$ cat src/rtl/scr_pkg.sv
package scr_pkg;

  // Register depth and the two near-tap distances.
  localparam int SCR_LEN = 23;
  localparam int TAP_UP  = 18;
  localparam int TAP_DN  = 5;

  typedef enum logic {
    TAPS_UP = 1'b0,
    TAPS_DN = 1'b1
  } tap_set_e;

  typedef enum logic {
    MODE_SCRAMBLE   = 1'b0,
    MODE_DESCRAMBLE = 1'b1
  } dir_mode_e;

  // Mod-2 sum of the data bit with both feedback bits.
  function automatic logic scr_combine(input logic d, input logic near_b, input logic far_b);
    return d ^ near_b ^ far_b;
  endfunction

  // Choose the value to feed into the register for the current mode.
  function automatic logic scr_feed(input dir_mode_e m, input logic line_b, input logic coded_b);
    return (m == MODE_DESCRAMBLE) ? line_b : coded_b;
  endfunction

endpackage

$ cat src/rtl/scr_history.sv
module scr_history #(
  parameter int LEN = scr_pkg::SCR_LEN
) (
  input  logic           clk,
  input  logic           rst_n,
  input  logic           adv,
  input  logic           bit_new,
  output logic [LEN-1:0] hist
);

  // hist[0] is the newest entry, hist[LEN-1] the oldest.
  always_ff @(posedge clk or negedge rst_n) begin
    if (!rst_n) begin
      hist <= '0;
    end else if (adv) begin
      hist <= {hist[LEN-2:0], bit_new};
    end
  end

endmodule

$ cat src/rtl/scr_tap_select.sv
module scr_tap_select #(
  parameter int LEN   = scr_pkg::SCR_LEN,
  parameter int TAP_A = scr_pkg::TAP_UP,
  parameter int TAP_B = scr_pkg::TAP_DN
) (
  input  logic           [LEN-1:0] hist,
  input  scr_pkg::tap_set_e        sel,
  output logic                     near_bit,
  output logic                     far_bit
);

  localparam int NSETS = 2;

  logic [NSETS-1:0] tap_val;

  // One pick per tap set; the distance is counted in coded bits.
  for (genvar g = 0; g < NSETS; g++) begin : g_tap
    localparam int DIST = (g == 0) ? TAP_A : TAP_B;
    assign tap_val[g] = hist[DIST-1];
  end

  assign near_bit = (sel == scr_pkg::TAPS_DN) ? tap_val[1] : tap_val[0];
  assign far_bit  = hist[LEN-1];

endmodule

$ cat src/rtl/scr_out_stage.sv
module scr_out_stage (
  input  logic clk,
  input  logic rst_n,
  input  logic take,
  input  logic d_next,
  output logic q_valid,
  output logic q
);

  always_ff @(posedge clk or negedge rst_n) begin
    if (!rst_n) begin
      q_valid <= 1'b0;
      q       <= 1'b0;
    end else begin
      q_valid <= take;
      if (take) begin
        q <= d_next;
      end
    end
  end

endmodule

$ cat src/rtl/ssync_scrambler.sv
module ssync_scrambler #(
  parameter int LEN   = scr_pkg::SCR_LEN,
  parameter int TAP_A = scr_pkg::TAP_UP,
  parameter int TAP_B = scr_pkg::TAP_DN
) (
  input  logic clk,
  input  logic rst_n,
  input  logic bit_valid,
  input  logic bit_in,
  input  logic bit_skip,
  input  logic scr_on,
  input  logic tap_sel,
  input  logic descr_mode,
  output logic bit_out_valid,
  output logic bit_out
);

  import scr_pkg::*;

  // Named internal events for the checker.
  logic           active;
  logic           near_bit;
  logic           far_bit;
  logic           coded_bit;
  logic           next_out;
  logic           shift_in;
  logic [LEN-1:0] hist;

  tap_set_e  sel_e;
  dir_mode_e mode_e;

  assign sel_e  = tap_set_e'(tap_sel);
  assign mode_e = dir_mode_e'(descr_mode);

  // A bit is coded only when valid, enabled and not a reserved position.
  assign active    = bit_valid & scr_on & ~bit_skip;
  assign coded_bit = scr_combine(bit_in, near_bit, far_bit);
  assign next_out  = active ? coded_bit : bit_in;
  assign shift_in  = scr_feed(mode_e, bit_in, coded_bit);

  scr_history #(.LEN(LEN)) u_hist (
    .clk     (clk),
    .rst_n   (rst_n),
    .adv     (active),
    .bit_new (shift_in),
    .hist    (hist)
  );

  scr_tap_select #(.LEN(LEN), .TAP_A(TAP_A), .TAP_B(TAP_B)) u_taps (
    .hist     (hist),
    .sel      (sel_e),
    .near_bit (near_bit),
    .far_bit  (far_bit)
  );

  scr_out_stage u_out (
    .clk     (clk),
    .rst_n   (rst_n),
    .take    (bit_valid),
    .d_next  (next_out),
    .q_valid (bit_out_valid),
    .q       (bit_out)
  );

endmodule

$ cat config.mk
export PLATFORM = sky130hd
export DESIGN_NAME = ssync_scrambler
export DESIGN_NICKNAME = d
export VERILOG_FILES = /design/src/rtl/scr_pkg.sv /design/src/rtl/scr_history.sv /design/src/rtl/scr_tap_select.sv /design/src/rtl/scr_out_stage.sv /design/src/rtl/ssync_scrambler.sv
export SDC_FILE = /design/constraint.sdc
export NUM_CORES = 1
export LEC_CHECK = 0
export BUFFER_PORTS_ARGS = -buffer_cell sky130_fd_sc_hd__buf_2
export CAP_MARGIN = 20
export CORE_MARGIN = 5
export CORE_UTILIZATION = 35
export DETAILED_ROUTE_END_ITERATION = 7
export SKIP_CTS_REPAIR_TIMING = 1
export SLEW_MARGIN = 10
export SYNTH_ARGS = -nofsm -noshare
export SYNTH_HDL_FRONTEND = slang
export SYNTH_HIERARCHICAL = 1
export SYNTH_SLANG_ARGS = --single-unit
$ cat constraint.sdc
create_clock -name clk -period 1.6 [get_ports clk]
set_input_delay 0.16 -clock clk [delete_from_list [all_inputs] [get_ports clk]]
set_output_delay 0.16 -clock clk [all_outputs]
set_load 0.05 [all_outputs]
-- After elaboration in Yosys (flattened, before gate mapping)
Index checks and enable logic that the tools add are counted.
- equality and inequality tests: 0
- mux-type cells: 3
- shift operators: 0
- bitwise gates (word level): 5
- order comparisons: 0
- add/sub/neg operators: 0
- div/mod/pow operators: 0
- multipliers: 0
- reductions and logical operators: 0
- operators with widths (operator ; number):
    two-way mux 1 bit ; 3
    bitwise AND 1 bit ; 2
    XOR 1 bit ; 2
    NOT 1 bit ; 1
- memories: 0
- output and inout bits: 2
- bits in registers: 25
- RAM bits: 0
- logic and storage cells: 11
- bits in latches: 0
- bits in read-only memories: 0
- input port bits: 8

-- Longest topological paths before layout
Gate-level depths: netlist of run 1.
- depth in word-level cells: 4
- mapped depth: 5
- depth with buffers taken out: 5

-- Modules after synthesis
The synthesis of run 1 kept the hierarchy.
- modules (own cells, without submodules) (module ; area each (um2) ; seq. area each (um2) ; cells each ; instances):
    scr_history ; 857.1 ; 575.6 ; 48 ; 1
    scr_out_stage ; 65.1 ; 50.0 ; 3 ; 1
    ssync_scrambler ; 47.5 ; 0.0 ; 7 ; 1
    scr_tap_select ; 22.5 ; 0.0 ; 2 ; 1

-- Worst setup path after synthesis of run 1
Ideal clock, no wire load.
- kind: register to register
- from: reg u_hist.hist[17]
- to: reg u_hist.hist[0]
- setup time: 0.125 ns
- buffers on the path: 0
- stages on the path, launching flop included: 6
- setup slack: 0.183 ns
- data arrival time: 1.292 ns
- period minus slack after synthesis: 1.417 ns
- data required time: 1.475 ns
- cell sequence: dfrtp_1 -> mux2_4 -> xnor2_1 -> nor2_1 -> xor2_1 -> mux2_2
- longest elaborated chain between the ends: 4
- RTL lines (what ; line ; text):
    start: declaration ; scr_history.sv:8 ; output logic [LEN-1:0] hist
    start signal: assignment ; scr_history.sv:16 ; hist <= {hist[LEN-2:0], bit_new};
    two-way mux 1 bit ; scr_tap_select.sv:22 ; assign near_bit = (sel == scr_pkg::TAPS_DN) ? tap_val[1] : tap_val[0];
    named net near_bit ; ssync_scrambler.sv:22 ; logic near_bit;
    XOR 1 bit (2 in series) ; scr_pkg.sv:20 ; return d ^ near_b ^ far_b;
    two-way mux 1 bit ; scr_pkg.sv:25 ; return (m == MODE_DESCRAMBLE) ? line_b : coded_b;
    named net shift_in ; ssync_scrambler.sv:26 ; logic shift_in;
The timed path passes the listed nets, and every way through them passes these cells.
A chain may end at the register's enable or synchronous reset.

-- Worst setup path in the final report of run 1
Ends and elaborated chain as after synthesis.

==> results of run 1 <==
[flip-flops by register name (all words and copies together) (netlist names)]
register       cells
u_hist/hist       23
u_out/q            1
u_out/q_valid      1
[logic make-up (layout without fill, tap and decap cells)]
kind of cell	count (synthesis)	count (layout)	synth area share, %
flip-flops	25	25	63.1
XOR/XNOR	3	3	2.65
AND/OR/NAND/NOR	4	4	2.14
multiplexers	25	25	29.1
buffers and inverters	3	16	3.03
[cells in the final DEF (no fill, tap or decap)]
cell           Yosys  routed
dfrtp_1           25      25
buf_12             0       1
nor2_1             2       2
dlygate4sd3_1      0       2
mux2_4             2       2
xor2_1             2       2
buf_2              0       9
nor3_2             1       1
xnor2_2            0       1
mux2_2            23      23
clkbuf_4           0       3
nand2_1            1       1
clkinvlp_4         0       1
[power by group]
group	switching, W	leakage [nW]	total (W)	internal (W)
combinational	0.0000863	0.202	0.000214	0.000128
sequential	0.0000573	0.331	0.000800	0.000743
clock	0.000189	0.0139	0.000285	0.0000955
[per-layer routing]
metal / GRT usage (%) / part of all wire, % / vias to the layer above
met4: 6.23 / 2.1 / 0
met3: 3.55 / 7.3 / 4
met2: 12.7 / 46 / 12
met1: 9.81 / 44 / 247
li1: - / - / 232
met5: 0 / 0 / -
[final cells by class]
cell class	instances	area, µm²	share of cell area (%)
Clock buffer	3	22.5	2.00
Clock inverter	1	7.51	0.668
Multi-Input combinational cell	32	344	30.6
Sequential cell	25	626	55.7
Tap cell	31	38.8	3.45
Timing Repair Buffer	12	85.1	7.57
[worst reg2reg max path, delay by kind of cell, from the launching register on]
kind / cells / cell delay, ps
mux: 2 / 560
flops: 1 / 420
xor+xnor: 2 / 340
simple gates: 1 / 70
[worst paths after layout]
check / cells after the start / endpoint / slack, ps / start
setup reg to reg: 5 / u_hist/hist[0]$_DFFE_PN0P_ / 120 / u_hist/hist[17]$_DFFE_PN0P_
min in group asynchronous: 2 / u_hist/hist[22]$_DFFE_PN0P_ / 340 / rst_n
hold reg to reg: 1 / u_hist/hist[10]$_DFFE_PN0P_ / 510 / u_hist/hist[9]$_DFFE_PN0P_
hold / removal: 3 / u_out/q$_DFFE_PN0P_ / 270 / bit_in
setup / recovery: 5 / u_hist/hist[0]$_DFFE_PN0P_ / 120 / u_hist/hist[17]$_DFFE_PN0P_
max in group asynchronous: 2 / u_hist/hist[7]$_DFFE_PN0P_ / 880 / rst_n
[through the flow]
step / instances / utilization [%] / power, W / hold WS (ps) / instance area (µm²)
2_1_floorplan: 60 / - / 0.000955 / -136 / 992
3_3_place_gp: 98 / 39.0 / 0.00101 / 168 / 1070
3_5_place_dp: 98 / 39.0 / 0.00102 / 186 / 1070
4_1_cts: 102 / 40.1 / 0.00131 / -189 / 1100
5_1_grt: 104 / 41.1 / 0.00139 / 270 / 1120
6_report: 104 / 41.1 / 0.00130 / 269 / 1120
==> impl_summary.txt, run 1 <==
----------------------------------------------------
[Floorplanning]
  Std cell rows ... 19
  Starting density of the core ... 36.3%
  Height of the chip ... 63.2 µm
  Total I/O pin count ... 10
  Die area ... 0.00400 mm²
  Core box area ... 0.00273 mm²
  Horizontal die dimension ... 63.2 µm

[Run status]
  Status ... complete, no violations

[Detailed routing]
  Antenna violation net count after detailed routing ... 0
  Number of DRC violations after detailed routing ... 0
  Average vias per placed instance ... 4.76
  Wire length per cell ... 13.4 µm
  Total routed wirelength ... 1400 µm
  Count of routing violations after the opening detailed-route iteration ... 4
  First-pass DRT Iterations ... 2
  Number of vias in the routed layout ... 495

[Finish]
  Number of inserted diodes ... 0
  Area delta synth->final ... 13.2%
  Total of fill cells in the finished design ... 250
  Final net count ... 82
  Fraction of final layout cells sized beyond drive strength 1 ... 56.2%

[Clock network]
  Clock slew at the register clock pins of the worst setup and hold paths ... 140 ps
  Root cell of the clock tree ... clkbuf_4
  Clock insertion delay at the later pin of the skew report ... 320 ps
  TritonCTS Sinks ... 25
  Number of buffers on the longest clock path ... 2
  Total CTS buffers ... 3
  Max H-tree Level ... 1
  CTS tree ... built

[Yosys]
  Top cell types by occurrence after synthesis ... dfrtp_1, mux2_2
  Mean post-synth cell area ... 16.5 µm²
  Net count after synthesis ... 68
  Number of synthesized flops with an enable pin ... 0
  Post-synth top area cell ... dfrtp_1
  Ys Warns ... 6
  Proportion of synthesized chip area in sequential cells ... 63.1%
  Synthesized cell area ... 992 µm²
  Top flip-flop cell by instance count after synthesis ... dfrtp_1
  Cell types occupying the most area after synthesis ... dfrtp_1, mux2_2, mux2_4, buf_6, xor2_1
  Share of the synthesized area in the top cell type ... 63.1%
  Post-synth ARST share ... 100%
  Most frequently used cell type in the post-synthesis netlist ... dfrtp_1
  Synth unique cells ... 10
  Mapped Cells ... 60
  Flop and latch count out of synthesis ... 25

[STA]
  Number of setup violations in the final report ... 0
  Setup repair after global routing missed its margin ... false
  Count of final max-slew check failures ... 0
  Achievable clock frequency ... 0.674 GHz
  Final worst-path setup slack ... 117 ps
  Final clock period utilization by the worst path ... 92.7%
  Tightest Pin Transition ... 557 ps
  Tmin final ... 1480 ps
  Final Hold Violating Endpoints ... 0
  Worst relative slew slack ... 62.9%
  Maximum clock skew at final layout ... 12.3 ps
  Summed negative setup slack over all endpoints ... 0 ps

[Placed design]
  GP Congestion ... 0.621
  Port buffer count ... 9
  Worst setup slack before clock tree synthesis ... 82.9 ps

[Critical path]
  Crit-path cells ... mux2_4, xnor2_2, nor2_1, xor2_1, mux2_2
  Buffers plus inverters on the worst setup path ... 0
  Worst Path Class, Setup ... register to register
  Top fanout value on the critical path ... 3
  Data required time at the worst endpoint ... 1830 ps
  Worst path arrival time ... 1710 ps
  Max stage delay cell, worst path ... dfrtp_1
  Gate family responsible for the most delay along the worst path ... multiplexers
  Type of element capturing the critical path ... register
  Kind of start point of the critical path ... register
  Slowest cell delay on critical path ... 420 ps

[Power]
  Worst-case vdd ir drop ... 0.561 mV
  Power density relative to cell area ... 1160 mW/mm²
  Leakage power ... 0.546 nW

[GRT]
  Antenna violations before repair ... 0
  Maximum number of pins on one net before global-route repair ... 26
  Wire length of the first global-routing pass ... 2660 µm
  Total grt overflow ... 0
  GRT Total Usage ... 8.56%
  Via count of the first global-routing pass ... 581

[Hold path]
  Tightest Hold Check Type ... input port to register

[Job]
  Max-capacitance violation count ... 0

----------------------------------------------------
No activity file was read; power rests on OpenSTA's default activity.
==> inputs of run 2 (changes only) <==
--- a/config.mk
+++ b/config.mk
@@ -5,11 +5,12 @@
 export SDC_FILE = /design/constraint.sdc
 export NUM_CORES = 1
 export LEC_CHECK = 0
-export BUFFER_PORTS_ARGS = -buffer_cell sky130_fd_sc_hd__buf_2
 export CAP_MARGIN = 20
 export CORE_MARGIN = 5
 export CORE_UTILIZATION = 35
 export DETAILED_ROUTE_END_ITERATION = 7
+export DONT_BUFFER_PORTS = 1
+export GPL_ROUTABILITY_DRIVEN = 0
 export SKIP_CTS_REPAIR_TIMING = 1
 export SLEW_MARGIN = 10
 export SYNTH_ARGS = -nofsm -noshare
==> run 2 against run 1 <==
Fmax increased by 2.4%. Core utilization decreased by 1.5 points. Clock skew rose by 2.2 ps. Combinational power fell by 15%. Largest power group unchanged. Highest routed layer unchanged.
==> impl_summary.txt, run 2 (synthesis results as in run 1) <==
----------------------------------------------------
[GRT]
  GRT Total Usage ... 6.87% (was 8.56%)
  Wire length of the first global-routing pass ... 2100 µm (was 2660 µm)
  Via count of the first global-routing pass ... 468 (was 581)
  Total grt overflow ... 0 (unchanged)
  Antenna violations before repair ... 0 (unchanged)
  Maximum number of pins on one net before global-route repair ... 26 (unchanged)

[Placed design]
  Port buffer count ... 0 (was 9)
  Post-detailed-placement half-perimeter wirelength ... 803 µm
  Placed Cells incl. Taps ... 89 (was 98)

[Clock network]
  Root cell of the clock tree ... clkbuf_4 (unchanged)
  Clock insertion delay at the later pin of the skew report ... 310 ps (was 320 ps)
  Clock slew at the register clock pins of the worst setup and hold paths ... 130 ps (was 140 ps)
  TritonCTS Sinks ... 25 (unchanged)
  CTS tree ... built (unchanged)
  Total CTS buffers ... 3 (unchanged)
  Number of buffers on the longest clock path ... 2 (unchanged)
  Max H-tree Level ... 1 (unchanged)

[Critical path]
  Number of cells traversed by the worst register-to-register path ... 5 (unchanged)
  Type of element capturing the critical path ... register (unchanged)
  Critical path launch point ... u_hist/hist[17]$_DFFE_PN0P_ (unchanged)
  Top fanout value on the critical path ... 3 (unchanged)
  Worst flop-to-flop path startpoint ... u_hist/hist[17]$_DFFE_PN0P_ (unchanged)
  Worst Path Class, Setup ... register to register (unchanged)
  Kind of start point of the critical path ... register (unchanged)
  Setup slack, reg-to-reg ... 150 ps (was 120 ps)
  Worst path arrival time ... 1670 ps (was 1710 ps)
  Data required time at the worst endpoint ... 1820 ps (was 1830 ps)

[Power]
  Design Power ... 0.00126 W (was 0.00130 W)
  Worst-case vdd ir drop ... 0.601 mV (was 0.561 mV)
  Leakage power ... 0.521 nW (was 0.546 nW)
  Power density relative to cell area ... 1170 mW/mm² (was 1160 mW/mm²)

[Hold path]
  Hold Path Depth ... 2 (was 3)
  Tightest Hold Check Type ... input port to register (unchanged)
  Worst hold start ... bit_in (unchanged)

[STA]
  Setup repair after global routing missed its margin ... false (unchanged)
  Worst relative slew slack ... 68.5% (was 62.9%)
  Tightest Pin Transition ... 472 ps (was 557 ps)
  Maximum clock skew at final layout ... 14.5 ps (was 12.3 ps)
  Final worst hold slack ... 122 ps (was 269 ps)
  Tmin final ... 1450 ps (was 1480 ps)
  Final clock period utilization by the worst path ... 90.5% (was 92.7%)
  Achievable clock frequency ... 0.691 GHz (was 0.674 GHz)
  Final Hold Violating Endpoints ... 0 (unchanged)
  Number of setup violations in the final report ... 0 (unchanged)
  Summed negative setup slack over all endpoints ... 0 ps (unchanged)
  Count of final max-slew check failures ... 0 (unchanged)

[Finish]
  Most used cells in the layout excluding fill and tap cells ... dfrtp_1, mux2_2, clkbuf_4 (was dfrtp_1, mux2_2, buf_2)
  Register area ... 626 µm² (unchanged)
  Reg with most FFs ... u_hist/hist (unchanged)
  Most frequent standard cell in the layout excluding fill and tap cells ... dfrtp_1 (unchanged)
  Registers with the highest flip-flop counts ... u_hist/hist: 23 flops, u_out/q: 1 flops, u_out/q_valid: 1 flops (unchanged)
  Max FFs per register ... 23 (unchanged)
  Fin util ... 39.6% (was 41.1%)
  Final non-filler cell total ... 96 (was 104)
  Total of fill cells in the finished design ... 239 (was 250)
  Fraction of final layout cells sized beyond drive strength 1 ... 50.8% (was 56.2%)
  Area taken by multi-input logic gates ... 344 µm² (unchanged)
  Number of inserted diodes ... 0 (unchanged)
  Final net count ... 74 (was 82)
  Area delta synth->final ... 9.21% (was 13.2%)

[Detailed routing]
  Count of routing violations after the opening detailed-route iteration ... 26 (was 4)
  Total routed wirelength ... 1220 µm (was 1400 µm)
  Wire length per cell ... 12.8 µm (was 13.4 µm)
  Number of vias in the routed layout ... 470 (was 495)
  Number of DRC violations after detailed routing ... 0 (unchanged)
  Average vias per placed instance ... 4.90 (was 4.76)
  Antenna violation net count after detailed routing ... 0 (unchanged)
  First-pass DRT Iterations ... 2 (unchanged)

[Run status]
  Status ... complete, no violations (unchanged)

[Floorplanning]
  Starting density of the core ... 36.3% (unchanged)
  Core box area ... 0.00273 mm² (unchanged)
  Total I/O pin count ... 10 (unchanged)
  Std cell rows ... 19 (unchanged)
  Height of the chip ... 63.2 µm (unchanged)
  Horizontal die dimension ... 63.2 µm (unchanged)
  Die area ... 0.00400 mm² (unchanged)

[Job]
  Max-capacitance violation count ... 0 (unchanged)

----------------------------------------------------
[run 2: changes by cell type in the layout (fill, tap and decap cells not counted), sizes merged]
cell | before | now
clkinv | 0 | 1
buf | 10 | 2
clkinvlp | 1 | 0
[run 2: critical path, cell delays in order (launching register included)]
cell and delay, ps:
dfrtp_1 420, mux2_4 290, xnor2_2 190, nor2_1 70, xor2_1 140, mux2_2 250
[run 2: per-stage QoR]
stage               setup slack, ps  cell area [µm²]
floorplan                       183              992
global placement                137             1010
detailed placement              109             1010
CTS                            86.0             1040
global route                   56.9             1080
finish                          152             1080
[run 2: where the power goes]
group          switching [W]  internal, W
clock               0.000176    0.0000934
combinational      0.0000595     0.000121
sequential         0.0000707     0.000742
[run 2: cell type report]
cell class / instances / share of cell area (%)
Multi-Input combinational cell: 32 / 31.8
Sequential cell: 25 / 57.7
Tap cell: 31 / 3.58
Timing Repair Buffer: 4 / 4.39
Clock inverter: 1 / 0.462
Clock buffer: 3 / 2.08
[run 2: final timing paths]
path | end
max in group asynchronous | u_hist/hist[5]$_DFFE_PN0P_
hold reg to reg | u_hist/hist[17]$_DFFE_PN0P_
setup reg to reg | u_hist/hist[0]$_DFFE_PN0P_
hold / removal | u_hist/hist[0]$_DFFE_PN0P_
min in group asynchronous | u_hist/hist[21]$_DFFE_PN0P_
setup / recovery | u_hist/hist[0]$_DFFE_PN0P_
[run 2: layer usage]
layer  wire length (µm)  global-route usage (%)
met5                  0                       0
met4                 19                    3.90
met3                 94                    4.44
met2                522                    10.4
met1                588                    7.18
==> inputs of run 3 (changes only) <==
--- a/config.mk
+++ b/config.mk
@@ -6,7 +6,7 @@
 export NUM_CORES = 1
 export LEC_CHECK = 0
 export CAP_MARGIN = 20
-export CORE_MARGIN = 5
+export CORE_MARGIN = 4
 export CORE_UTILIZATION = 35
 export DETAILED_ROUTE_END_ITERATION = 7
 export DONT_BUFFER_PORTS = 1
==> run 3 against run 2 <==
Flip-flop and latch count unchanged. Non-clock buffer count rose by 1. Sequential share of layout area decreased by 0.33 points. Global-route usage increased by 0.72 points. Worst setup slack lost 18 ps. Clock skew fell by 2.0 ps. Highest routed layer is now met3.
==> impl_summary.txt, run 3 (synthesis results as in run 1) <==
----------------------------------------------------
[Critical path]
  Worst path arrival time ... 1680 ps (was 1670 ps)
  Data required time at the worst endpoint ... 1810 ps (was 1820 ps)
  Worst Path Class, Setup ... register to register (unchanged)
  Top fanout value on the critical path ... 3 (unchanged)
  Kind of start point of the critical path ... register (unchanged)
  Type of element capturing the critical path ... register (unchanged)

[Detailed routing]
  Number of DRC violations after detailed routing ... 0 (unchanged)
  Count of routing violations after the opening detailed-route iteration ... 5 (was 26)
  Total routed wirelength ... 1220 µm (unchanged)
  Average vias per placed instance ... 4.81 (was 4.90)
  First-pass DRT Iterations ... 2 (unchanged)
  Number of vias in the routed layout ... 467 (was 470)
  Antenna violation net count after detailed routing ... 0 (unchanged)
  Wire length per cell ... 12.6 µm (was 12.8 µm)

[Clock network]
  Clock slew at the register clock pins of the worst setup and hold paths ... 130 ps (about the same)
  Clock insertion delay at the later pin of the skew report ... 310 ps (about the same)
  Root cell of the clock tree ... clkbuf_4 (unchanged)
  Total CTS buffers ... 3 (unchanged)
  Max H-tree Level ... 1 (unchanged)
  Number of buffers on the longest clock path ... 2 (unchanged)
  TritonCTS Sinks ... 25 (unchanged)
  CTS tree ... built (unchanged)

[STA]
  Tightest Pin Transition ... 471 ps (was 472 ps)
  Final clock period utilization by the worst path ... 91.6% (was 90.5%)
  Summed negative setup slack over all endpoints ... 0 ps (unchanged)
  Number of setup violations in the final report ... 0 (unchanged)
  Setup repair after global routing missed its margin ... false (unchanged)
  Worst relative slew slack ... 68.6% (was 68.5%)
  Count of final max-slew check failures ... 0 (unchanged)
  Tmin final ... 1470 ps (was 1450 ps)
  Maximum clock skew at final layout ... 12.5 ps (was 14.5 ps)
  Achievable clock frequency ... 0.682 GHz (was 0.691 GHz)
  Final Hold Violating Endpoints ... 0 (unchanged)

[Floorplanning]
  Std cell rows ... 19 (unchanged)
  Core box area ... 0.00273 mm² (unchanged)
  Starting density of the core ... 36.3% (unchanged)
  Total I/O pin count ... 10 (unchanged)
  Horizontal die dimension ... 61.2 µm (was 63.2 µm)
  Height of the chip ... 61.2 µm (was 63.2 µm)
  Die area ... 0.00375 mm² (was 0.00400 mm²)

[Finish]
  Final net count ... 75 (was 74)
  Total of fill cells in the finished design ... 257 (was 239)
  Registers with the highest flip-flop counts ... u_hist/hist: 23 flops, u_out/q: 1 flops, u_out/q_valid: 1 flops (unchanged)
  Most frequent standard cell in the layout excluding fill and tap cells ... dfrtp_1 (unchanged)
  Number of inserted diodes ... 0 (unchanged)
  Area delta synth->final ... 9.84% (was 9.21%)
  Max FFs per register ... 23 (unchanged)
  Fin util ... 39.9% (was 39.6%)
  Most used cells in the layout excluding fill and tap cells ... dfrtp_1, mux2_2, clkbuf_4 (unchanged)
  Fraction of final layout cells sized beyond drive strength 1 ... 50.0% (was 50.8%)
  Area taken by multi-input logic gates ... 344 µm² (unchanged)
  Reg with most FFs ... u_hist/hist (unchanged)
  Register area ... 626 µm² (unchanged)

[GRT]
  Maximum number of pins on one net before global-route repair ... 26 (unchanged)
  Via count of the first global-routing pass ... 491 (was 468)
  GRT Total Usage ... 7.59% (was 6.87%)
  Wire length of the first global-routing pass ... 2030 µm (was 2100 µm)
  Total grt overflow ... 0 (unchanged)
  Antenna violations before repair ... 0 (unchanged)

[Power]
  Clock Power Share ... 21.0% (was 21.3%)
  Net Switching ... 0.000301 W (was 0.000306 W)
  Design Power ... 0.00126 W (about the same)
  Power Internal ... 0.000962 W (was 0.000957 W)
  Leakage power ... 0.524 nW (was 0.521 nW)
  Switching Share ... 23.8% (was 24.2%)
  Worst-case vdd ir drop ... 0.836 mV (was 0.601 mV)
  Combinational cell fraction of total power ... 14.6% (was 14.3%)
  Power density relative to cell area ... 1160 mW/mm² (was 1170 mW/mm²)
  Sequential share of power ... 64.4% (about the same)

[Placed design]
  Port buffer count ... 0 (unchanged)
  Post-detailed-placement half-perimeter wirelength ... 837 µm (was 803 µm)

[Hold path]
  Tightest Hold Check Type ... input port to register (unchanged)

[Run status]
  Status ... complete, no violations (unchanged)

[Job]
  Max-capacitance violation count ... 0 (unchanged)

----------------------------------------------------
## run 3: cell types whose count changed in the layout (fill, tap and decap cells not counted), sizes merged
cell	change
clkbuf	+1
clkinv	-1
buf	+1
## run 3: power by group through the flow
stage	Clock [W]	Sequential, W	Combinational (W)
final	0.000265	0.000813	0.000185
after global routing	0.000315	0.000830	0.000208
after CTS	0.000288	0.000816	0.000160
after detailed placement	0	0.000829	0.000158
after global placement	0	0.000824	0.000154
after floorplan	0	0.000809	0.000145
## run 3: path summary, 6_finish.rpt
check / startpoint / to / slack [ps] / cells after the start
max: u_hist/hist[17]$_DFFE_PN0P_ / u_hist/hist[0]$_DFFE_PN0P_ / 130 / 5
min: bit_in / u_out/q$_DFFE_PN0P_ / 140 / 2
max reg2reg: u_hist/hist[17]$_DFFE_PN0P_ / u_hist/hist[0]$_DFFE_PN0P_ / 130 / 5
min reg2reg: u_hist/hist[6]$_DFFE_PN0P_ / u_hist/hist[7]$_DFFE_PN0P_ / 500 / 1
max in group asynchronous: rst_n / u_hist/hist[12]$_DFFE_PN0P_ / 1180 / 2
min in group asynchronous: rst_n / u_out/q$_DFFE_PN0P_ / 260 / 2
## run 3: metrics by stage
step	setup slack, ps	area (µm²)	hold slack, ps	cells
final	134	1090	140	97
after global routing	61.9	1090	130	97
after floorplan	183	992	-136	60
after detailed placement	91.9	1020	-135	90
after global placement	119	1020	-135	90
after CTS	60.5	1040	-494	94
## run 3: critical path: stages, from the launching register on
cell     delay, ps
dfrtp_1        420
mux2_4         290
xnor2_2        190
nor2_1          70
xor2_1         140
mux2_2         260
## run 3: metal layers
layer | wire, µm | vias to the layer above | global-route usage, %
li1 | - | 221 | -
met1 | 529 | 235 | 8.83
met2 | 605 | 11 | 12.1
met3 | 88 | 0 | 3.77
met4 | 0 | 0 | 2.79
met5 | 0 | - | 0
## run 3: area by class of cell
class	instances	area share [%]
Tap cell	31	3.56
Multi-Input combinational cell	32	31.6
Sequential cell	25	57.4
Clock buffer	4	2.41
Timing Repair Buffer	5	5.05
